--- config.mk ---
export PLATFORM = sky130hd
export DESIGN_NAME = gain_word_latch
export DESIGN_NICKNAME = d
export VERILOG_FILES = /design/src/rtl/gwl_pkg.sv /design/src/rtl/gwl_sync.sv /design/src/rtl/gwl_por.sv /design/src/rtl/gwl_shift.sv /design/src/rtl/gain_word_latch.sv
export SDC_FILE = /design/constraint.sdc
export NUM_CORES = 1
export LEC_CHECK = 0
export BUFFER_PORTS_ARGS = -buffer_cell sky130_fd_sc_hd__buf_2
export CAP_MARGIN = 20
export CORE_ASPECT_RATIO = 1.4
export CORE_MARGIN = 2
export CORE_UTILIZATION = 30
export CTS_BUF_LIST = sky130_fd_sc_hd__clkbuf_8 sky130_fd_sc_hd__clkbuf_16
export DETAILED_ROUTE_END_ITERATION = 7
export GPL_TIMING_DRIVEN = 0
export MAX_ROUTING_LAYER = met4
export RECOVER_POWER = 50
export SYNTH_ARGS = -nofsm -noshare
export SYNTH_HDL_FRONTEND = slang
export SYNTH_HIERARCHICAL = 1
export SYNTH_SLANG_ARGS = --single-unit
--- constraint.sdc ---
create_clock -name clk -period 2.8 [get_ports clk]
set_clock_uncertainty 0.2 [all_clocks]
set_input_delay 0.42 -clock clk [delete_from_list [all_inputs] [get_ports clk]]
set_output_delay 0.42 -clock clk [all_outputs]
set_load 0.02 [all_outputs]
--- src/rtl/gwl_pkg.sv ---
package gwl_pkg;
  localparam int WORD_W = 6;
  typedef logic [WORD_W-1:0] code_t;
  localparam code_t MAX_ATTEN = '1;

  function automatic code_t preset_code(input logic [1:0] sel);
    case (sel)
      2'b00:   preset_code = MAX_ATTEN;
      2'b10:   preset_code = code_t'(48);
      2'b01:   preset_code = code_t'(32);
      default: preset_code = '0;
    endcase
  endfunction
endpackage

--- src/rtl/gwl_sync.sv ---
module gwl_sync #(
  parameter int W      = 1,
  parameter int STAGES = 2
) (
  input  logic         clk,
  input  logic         rst_n,
  input  logic [W-1:0] d,
  output logic [W-1:0] q
);
  logic [W-1:0] stg [STAGES];

  always_ff @(posedge clk or negedge rst_n) begin
    if (!rst_n) stg[0] <= '0;
    else        stg[0] <= d;
  end

  for (genvar s = 1; s < STAGES; s++) begin : g_stage
    always_ff @(posedge clk or negedge rst_n) begin
      if (!rst_n) stg[s] <= '0;
      else        stg[s] <= stg[s-1];
    end
  end

  assign q = stg[STAGES-1];
endmodule

--- src/rtl/gwl_por.sv ---
module gwl_por #(
  parameter int unsigned CYCLES = 40_000_000
) (
  input  logic clk,
  input  logic rst_n,
  output logic done,
  output logic load
);
  localparam int CW = (CYCLES > 1) ? $clog2(CYCLES) : 1;
  localparam logic [CW-1:0] LAST = CW'(CYCLES - 1);

  logic [CW-1:0] cnt;

  assign load = !done && (cnt == LAST);

  always_ff @(posedge clk or negedge rst_n) begin
    if (!rst_n) begin
      cnt  <= '0;
      done <= 1'b0;
    end else if (load) begin
      done <= 1'b1;
    end else if (!done) begin
      cnt <= cnt + 1'b1;
    end
  end
endmodule

--- src/rtl/gwl_shift.sv ---
module gwl_shift #(
  parameter int W = 6
) (
  input  logic         clk,
  input  logic         rst_n,
  input  logic         en,
  input  logic         din,
  output logic [W-1:0] word
);
  always_ff @(posedge clk or negedge rst_n) begin
    if (!rst_n)  word <= '1;
    else if (en) word <= {word[W-2:0], din};
  end
endmodule

--- src/rtl/gain_word_latch.sv ---
module gain_word_latch
  import gwl_pkg::*;
#(
  parameter int unsigned PUP_CYCLES  = 40_000_000,
  parameter int          SYNC_STAGES = 2
) (
  input  logic              clk,
  input  logic              rst_n,
  input  logic              ser_sel,
  input  logic              le,
  input  logic              sclk,
  input  logic              sdata,
  input  logic [WORD_W-1:0] ctrl_n,
  input  logic [1:0]        preset,
  output logic [WORD_W-1:0] atten
);
  localparam int BUS_W = WORD_W + 6;

  logic [BUS_W-1:0] bus_s;
  logic             ser_s, le_s, sclk_s, sdata_s;
  logic [1:0]       pre_s;
  code_t            ctrl_s;
  logic             le_q, sclk_q, le_rise, sclk_rise;
  logic             por_done, por_load;
  code_t            sr_word;

  gwl_sync #(.W(BUS_W), .STAGES(SYNC_STAGES)) u_sync (
    .clk, .rst_n,
    .d({ser_sel, le, sclk, sdata, preset, ctrl_n}),
    .q(bus_s)
  );

  assign {ser_s, le_s, sclk_s, sdata_s, pre_s, ctrl_s} = bus_s;

  always_ff @(posedge clk or negedge rst_n) begin
    if (!rst_n) begin
      le_q   <= 1'b0;
      sclk_q <= 1'b0;
    end else begin
      le_q   <= le_s;
      sclk_q <= sclk_s;
    end
  end

  assign le_rise   = le_s & ~le_q;
  assign sclk_rise = sclk_s & ~sclk_q;

  gwl_por #(.CYCLES(PUP_CYCLES)) u_por (
    .clk, .rst_n, .done(por_done), .load(por_load)
  );

  gwl_shift #(.W(WORD_W)) u_shift (
    .clk, .rst_n,
    .en(por_done & ser_s & sclk_rise),
    .din(sdata_s),
    .word(sr_word)
  );

  always_ff @(posedge clk or negedge rst_n) begin
    if (!rst_n) begin
      atten <= MAX_ATTEN;
    end else if (por_load) begin
      atten <= le_s ? ~ctrl_s : preset_code(pre_s);
    end else if (por_done) begin
      if (!ser_s) begin
        if (le_s) atten <= ~ctrl_s;
      end else if (le_rise) begin
        atten <= ~sr_word;
      end
    end
  end
endmodule

**Word-level counts from Yosys, hierarchy flattened**

Index checks and enable logic that the tools add are counted.

- Register bits after elaboration: 65
- Input port bits: 14
- Output and inout port bits: 6

- Add/subtract/negate cells: 1
- Equal/unequal tests: 4
- Mux-type cells: 7
- Bitwise operators: 10
- Reduce and logical (&&, ||, !) cells: 7

Operators with widths:

| kind | count |
|---|---|
| $mux 6 | 6 |
| $add 26x1->26 const B | 1 |
| $eq 26x26->1 const B | 1 |
| $pmux 6 s3 | 1 |
| $not 6->6 | 2 |
| $and 1x1->1 | 4 |
| $not 1->1 | 4 |
| $ne 3x3->1 const B | 1 |
| $reduce_and 3->1 | 1 |
| $reduce_bool 3->1 | 1 |
| $eq 2x1->1 const B | 1 |
| $eq 2x2->1 const B | 1 |
| $logic_not 2->1 | 1 |
| $reduce_and 2->1 | 1 |
| $reduce_bool 2->1 | 1 |
| $logic_and 1x1->1 | 1 |
| $logic_not 1->1 | 1 |

**Logic depth before layout (Yosys ltp)**

- Depth after elaboration: 6
- Gate-level depth with buffers: 8

**Hierarchy**

The synthesis kept the hierarchy.

Modules (own cells, without submodules):

| module | instances | cells each | area an instance (µm²) | sequential area each (µm²) |
|---|---|---|---|---|
| gwl_por | 1 | 119 | 1327.5 | 675.6 |
| gwl_sync | 1 | 36 | 690.7 | 600.6 |
| gain_word_latch | 1 | 51 | 515.5 | 207.7 |
| gwl_shift | 1 | 13 | 259.0 | 157.7 |

**Worst setup path after synthesis**

No wires, ideal clock.

- Path kind: reg2reg
- Start: reg u_por.cnt[19]
- End: reg atten[4]
- Setup time: 83 ps
- Data arrival time: 2247 ps
- Setup slack: 269 ps
- Stages on the path, launching flop included: 8
- Buffers on the path: 1
- Clock period less this slack: 2531 ps
- Cells stage by stage: dfrtp_1 > or4b_4 > nor4_4 > nand2_1 > nor3_1 > buf_1 > o21ba_4 > a221o_1

- Cells in the longest elaborated chain, start to end: 4
- Elaborated cells between the ends (all ways): 7

Ends and longest elaborated chain:

| what | line | RTL |
|---|---|---|
| from (decl) | gwl_por.sv:12 | `logic [CW-1:0] cnt;` |
| from (signal assigned) | gwl_por.sv:23 | `cnt <= cnt + 1'b1;` |
| $eq 26x26->1 * | gwl_por.sv:14 | `assign load = !done && (cnt == LAST);` |
| $logic_and 1x1->1 * | gwl_por.sv:14 |  |
| net por_load | gain_word_latch.sv:24 | `logic por_done, por_load;` |
| $ne 3x3->1 (no line), or another cell as far along | -- |  |
| $reduce_and 3->1 (no line) | -- |  |
| to (signal assigned) | gain_word_latch.sv:63 | `atten <= le_s ? ~ctrl_s : preset_code(pre_s);` |
| to (signal assigned) | gain_word_latch.sv:66 | `if (le_s) atten <= ~ctrl_s;` |
| to (signal assigned) | gain_word_latch.sv:68 | `atten <= ~sr_word;` |
| to (decl) | gain_word_latch.sv:15 | `output logic [WORD_W-1:0] atten` |

The timed path passes the listed nets; every way through them passes the cells marked *.
A chain may end at the register's enable or synchronous reset.

**Worst setup path after layout**

Same ends and word-level chain as after synthesis.

==> results list <==
* Minimum clock period: 2625 ps
- Filler Cells Inserted: ~900
- Height of the chip: 118.2 um
- Global routing finished with a remaining overflow of 0.
- Clock tree from TritonCTS: built
- Setup repair after global routing left no endpoint under its margin.
- Setup violations remaining at the end of the flow were counted as 0.
- Number of I/O pins: 20
- Total power consumption of the routed design: 2.234 mW
* Count of placed standard cells in the final layout, fillers left out: ~370
- Number of antenna violations at the first check in global routing: 0
- The placed instances occupy a cell area of between 0.003 and 0.004 mm2.
- Final hold analysis gives a worst-case slack of 145.3 ps.
* Largest cells by area after synthesis: sky130_fd_sc_hd__dfrtp_1, sky130_fd_sc_hd__dfstp_2, sky130_fd_sc_hd__xnor2_1, sky130_fd_sc_hd__buf_4, sky130_fd_sc_hd__mux2_4
- Vias per inst: between 4 and 5
* Vias in the first global route: 1767
- Maximum vdd drop: 0.2931 mV
* Unique cell type count in the Yosys netlist: 41
- For this block, the initial DRC count from the detailed router was 76.
- Crit-path cells: or4b_4, nor4_4, nand2_1, nor3_1, clkbuf_2, o21ba_4, a221o_1
- Post-placement worst setup slack: 27.24 ps
- Synthesized area divided by synthesized cell count: 12.75 um2
- The floorplan has 41 rows.
* Worst endpoint required time: 2860 ps
- Kind of end point of the critical path: flop
- On the worst path, the slowest cell contributes a delay of 560 ps.
- Library cell with the highest instance count after synthesis: sky130_fd_sc_hd__dfrtp_1
* Post-route core utilization: 38.51%
* Root Buffer: sky130_fd_sc_hd__clkbuf_16
- Max capacitance violation total: 1
- Counting along the longest clock path gives a buffer depth of 2.
- Global router's overall resource usage: a little over a tenth
- Core ar.: 0.009029 mm2
* Share of synthesized area occupied by flip-flops and latches: 58.78%
- First drt pass iteration count: 4
* Maximum clock frequency: 0.3810 GHz
* Power per cell area: 642.5 mW/mm2
* Residual DRC count: 0
- The analysis attributes to cell leakage a power of 1.534 nW.
- Number of nets with antenna violations after routing: 0
* Startpoint type of the worst setup path: flop
* Sum of negative setup slack: 0 ps
- Input/output buffers: 19
* Fin crit share: 93.73%
- In this run, placement finished with an instance count of 345.
* Failing checks: max-capacitance violations, max-slew violations
- Detailed placement ended at an HPWL of 3.050 mm.
- Width of the die: around 86 um
- Final setup slack of the worst path: between 150 and 200 ps
- For this run, the number of Yosys warnings is 6.
- Clock-pin slew was measured on the worst setup and hold paths at 60 ps.
* Top-area cell type share of the netlist area: between 40 and 50%
- Number of enable-type register cells in the synthesized netlist: 0
- Critical path arrival: 2680 ps
- The slowest stage of the critical path is the sky130_fd_sc_hd__or4b_4 cell.
- Entering global routing, the biggest net connects 66 pins.
* Crit Path Category: reg -> reg
- The tightest min-delay check is of the reg -> reg type.
- Postcts setup bufs: 0
* Transition time of the tightest slew-check pin: 1537 ps
* Cell count after synthesis: about 220
* Top_reg_cell synth: sky130_fd_sc_hd__dfrtp_1
- Share of cells above drive strength 1: 31.58%
* Result of the run: finished with violations
- Routability Congestion: around 0.75
- Growth of design area from synthesis to finish: 24.51%
* Global-route wire length before repair: 8.307 mm
* Clk_lat worst skew: 330 ps
- TritonCTS buffer count: 9
- Area of the mapped netlist: ~0.0028 mm2
- # nets final: 276
* Final std cell area, no fill: around 0.0035 mm2
- The initial utilization of the core area, before any placement, comes to a little under a third.
- Counting every sink on the clock net gives 65.
- Number of synthesized register bits: 65
- The hold violation count in the final report is 0.
* Total detailed-routing wirelength: 4.677 mm
- The detailed router placed roughly 1700 vias in this run.
* Area leader, netlist: sky130_fd_sc_hd__dfrtp_1
* Number of pins with negative max-slew slack in the final report: 66
- Measured against its own limit, the worst slew margin works out to -2.457%.
* Syn nets: 234
- In the final routed layout, each cell accounts on average for 12.54 um.
- Counting flops with an async set or reset pin after synthesis yields a share of 100.0%.
- Post-synth top cells: sky130_fd_sc_hd__dfrtp_1, sky130_fd_sc_hd__xnor2_1, sky130_fd_sc_hd__nand3_1
- Die outline area: 0.01011 mm2
* N_diodes: 0
* Largest fanout on the critical path: 10
- Number of levels in the clock H-tree: 3
## repair_timing
action                                  in CTS  in global routing
hold endpoints to repair                    12                  0
resized for setup                            0                  1
hold buffers                                12                  0
endpoints found under the setup margin       0                  6
## path summary, 6_finish.rpt
| kind | endpoint | depth (start not counted) | from | slack (ps) |
|---|---|---|---|---|
| worst max-delay path | atten[4]$_DFFE_PN1P_ | 7 | u_por/cnt[19]$_DFFE_PN0P_ | 180 |
| worst min-delay path | u_sync/q[1]$_DFF_PN0_ | 0 | u_sync/stg[13]$_DFF_PN0_ | 150 |
| worst max register to register | atten[4]$_DFFE_PN1P_ | 7 | u_por/cnt[19]$_DFFE_PN0P_ | 180 |
| worst min register to register | u_sync/q[1]$_DFF_PN0_ | 0 | u_sync/stg[13]$_DFF_PN0_ | 150 |
| max in group asynchronous | u_sync/q[3]$_DFF_PN0_ | 1 | rst_n | 1200 |
| min in group asynchronous | u_por/cnt[25]$_DFFE_PN0P_ | 1 | rst_n | 280 |
## state kept, by name, indices dropped and copies added, names as in the netlist
signal	count
sclk_q	1
atten	6
u_sync/q	12
le_q	1
u_por/done	1
u_sync/stg	12
u_por/cnt	26
u_shift/word	6
## power breakdown
group          internal (mW)  switching [mW]
logic                 0.0372          0.0349
registers              0.960         0.00437
clock network          0.798           0.400
## per-layer routing
metal | part of all wire [%] | global-route usage, %
met4 | 2.2 | 6.349
met1 | 46 | 13.61
met3 | 4.7 | 3.073
met5 | 0 | -
met2 | 47 | 15.48
## critical path: cells and delay by family, from the launching register on
family / cells / cell delay, ps
buffers and inverters: 1 / 250
AOI/OAI and AO/OA: 2 / 560
and+or+nand+nor: 4 / 1130
DFF: 1 / 410
## cell families after synthesis
logic type               after synthesis  share of synthesized area, %
AND/OR/NAND/NOR                       68                         15.14
adder cells (fa/ha/maj)                1                        0.4480
multiplexers                          14                         6.228
flip-flops                            65                         58.78
XOR/XNOR                              22                         6.899
buffers and inverters                 31                         7.033
AO/OA/AOI/OAI                         18                         5.466
## final cells by class
| cell class | instances | area (um2) | share of cell area, % |
|---|---|---|---|
| inverters | 12 | 45.04 | 1.295 |
| repair buffers | 31 | 215.2 | 6.189 |
| multi-input cells | 123 | 954.7 | 27.46 |
| flip-flops and latches | 65 | 1642 | 47.21 |
| well taps | 107 | 133.9 | 3.850 |
| clock buffers | 11 | 275.3 | 7.917 |
| plain buffers | 19 | 152.6 | 4.390 |
| clock inverters | 5 | 58.81 | 1.691 |
## cell usage in the layout, fill, tap and decap left out, types with 3 or more instances in the layout
cell type	count
sky130_fd_sc_hd__a211oi_1	4
sky130_fd_sc_hd__a21oi_1	4
sky130_fd_sc_hd__buf_2	19
sky130_fd_sc_hd__buf_4	11
sky130_fd_sc_hd__buf_6	4
sky130_fd_sc_hd__clkbuf_16	11
sky130_fd_sc_hd__dfrtp_1	53
sky130_fd_sc_hd__dfstp_2	12
sky130_fd_sc_hd__dlygate4sd3_1	12
sky130_fd_sc_hd__inv_1	12
sky130_fd_sc_hd__mux2_2	3
sky130_fd_sc_hd__mux2_4	6
sky130_fd_sc_hd__mux2i_1	5
sky130_fd_sc_hd__nand2_1	10
sky130_fd_sc_hd__nand3_1	15
sky130_fd_sc_hd__nand4_1	10
sky130_fd_sc_hd__nor2_1	5
sky130_fd_sc_hd__nor3_1	7
sky130_fd_sc_hd__nor4_1	6
sky130_fd_sc_hd__o21a_1	3
sky130_fd_sc_hd__xnor2_1	18
sky130_fd_sc_hd__xor2_1	4
(Power assumes the default switching activity.)
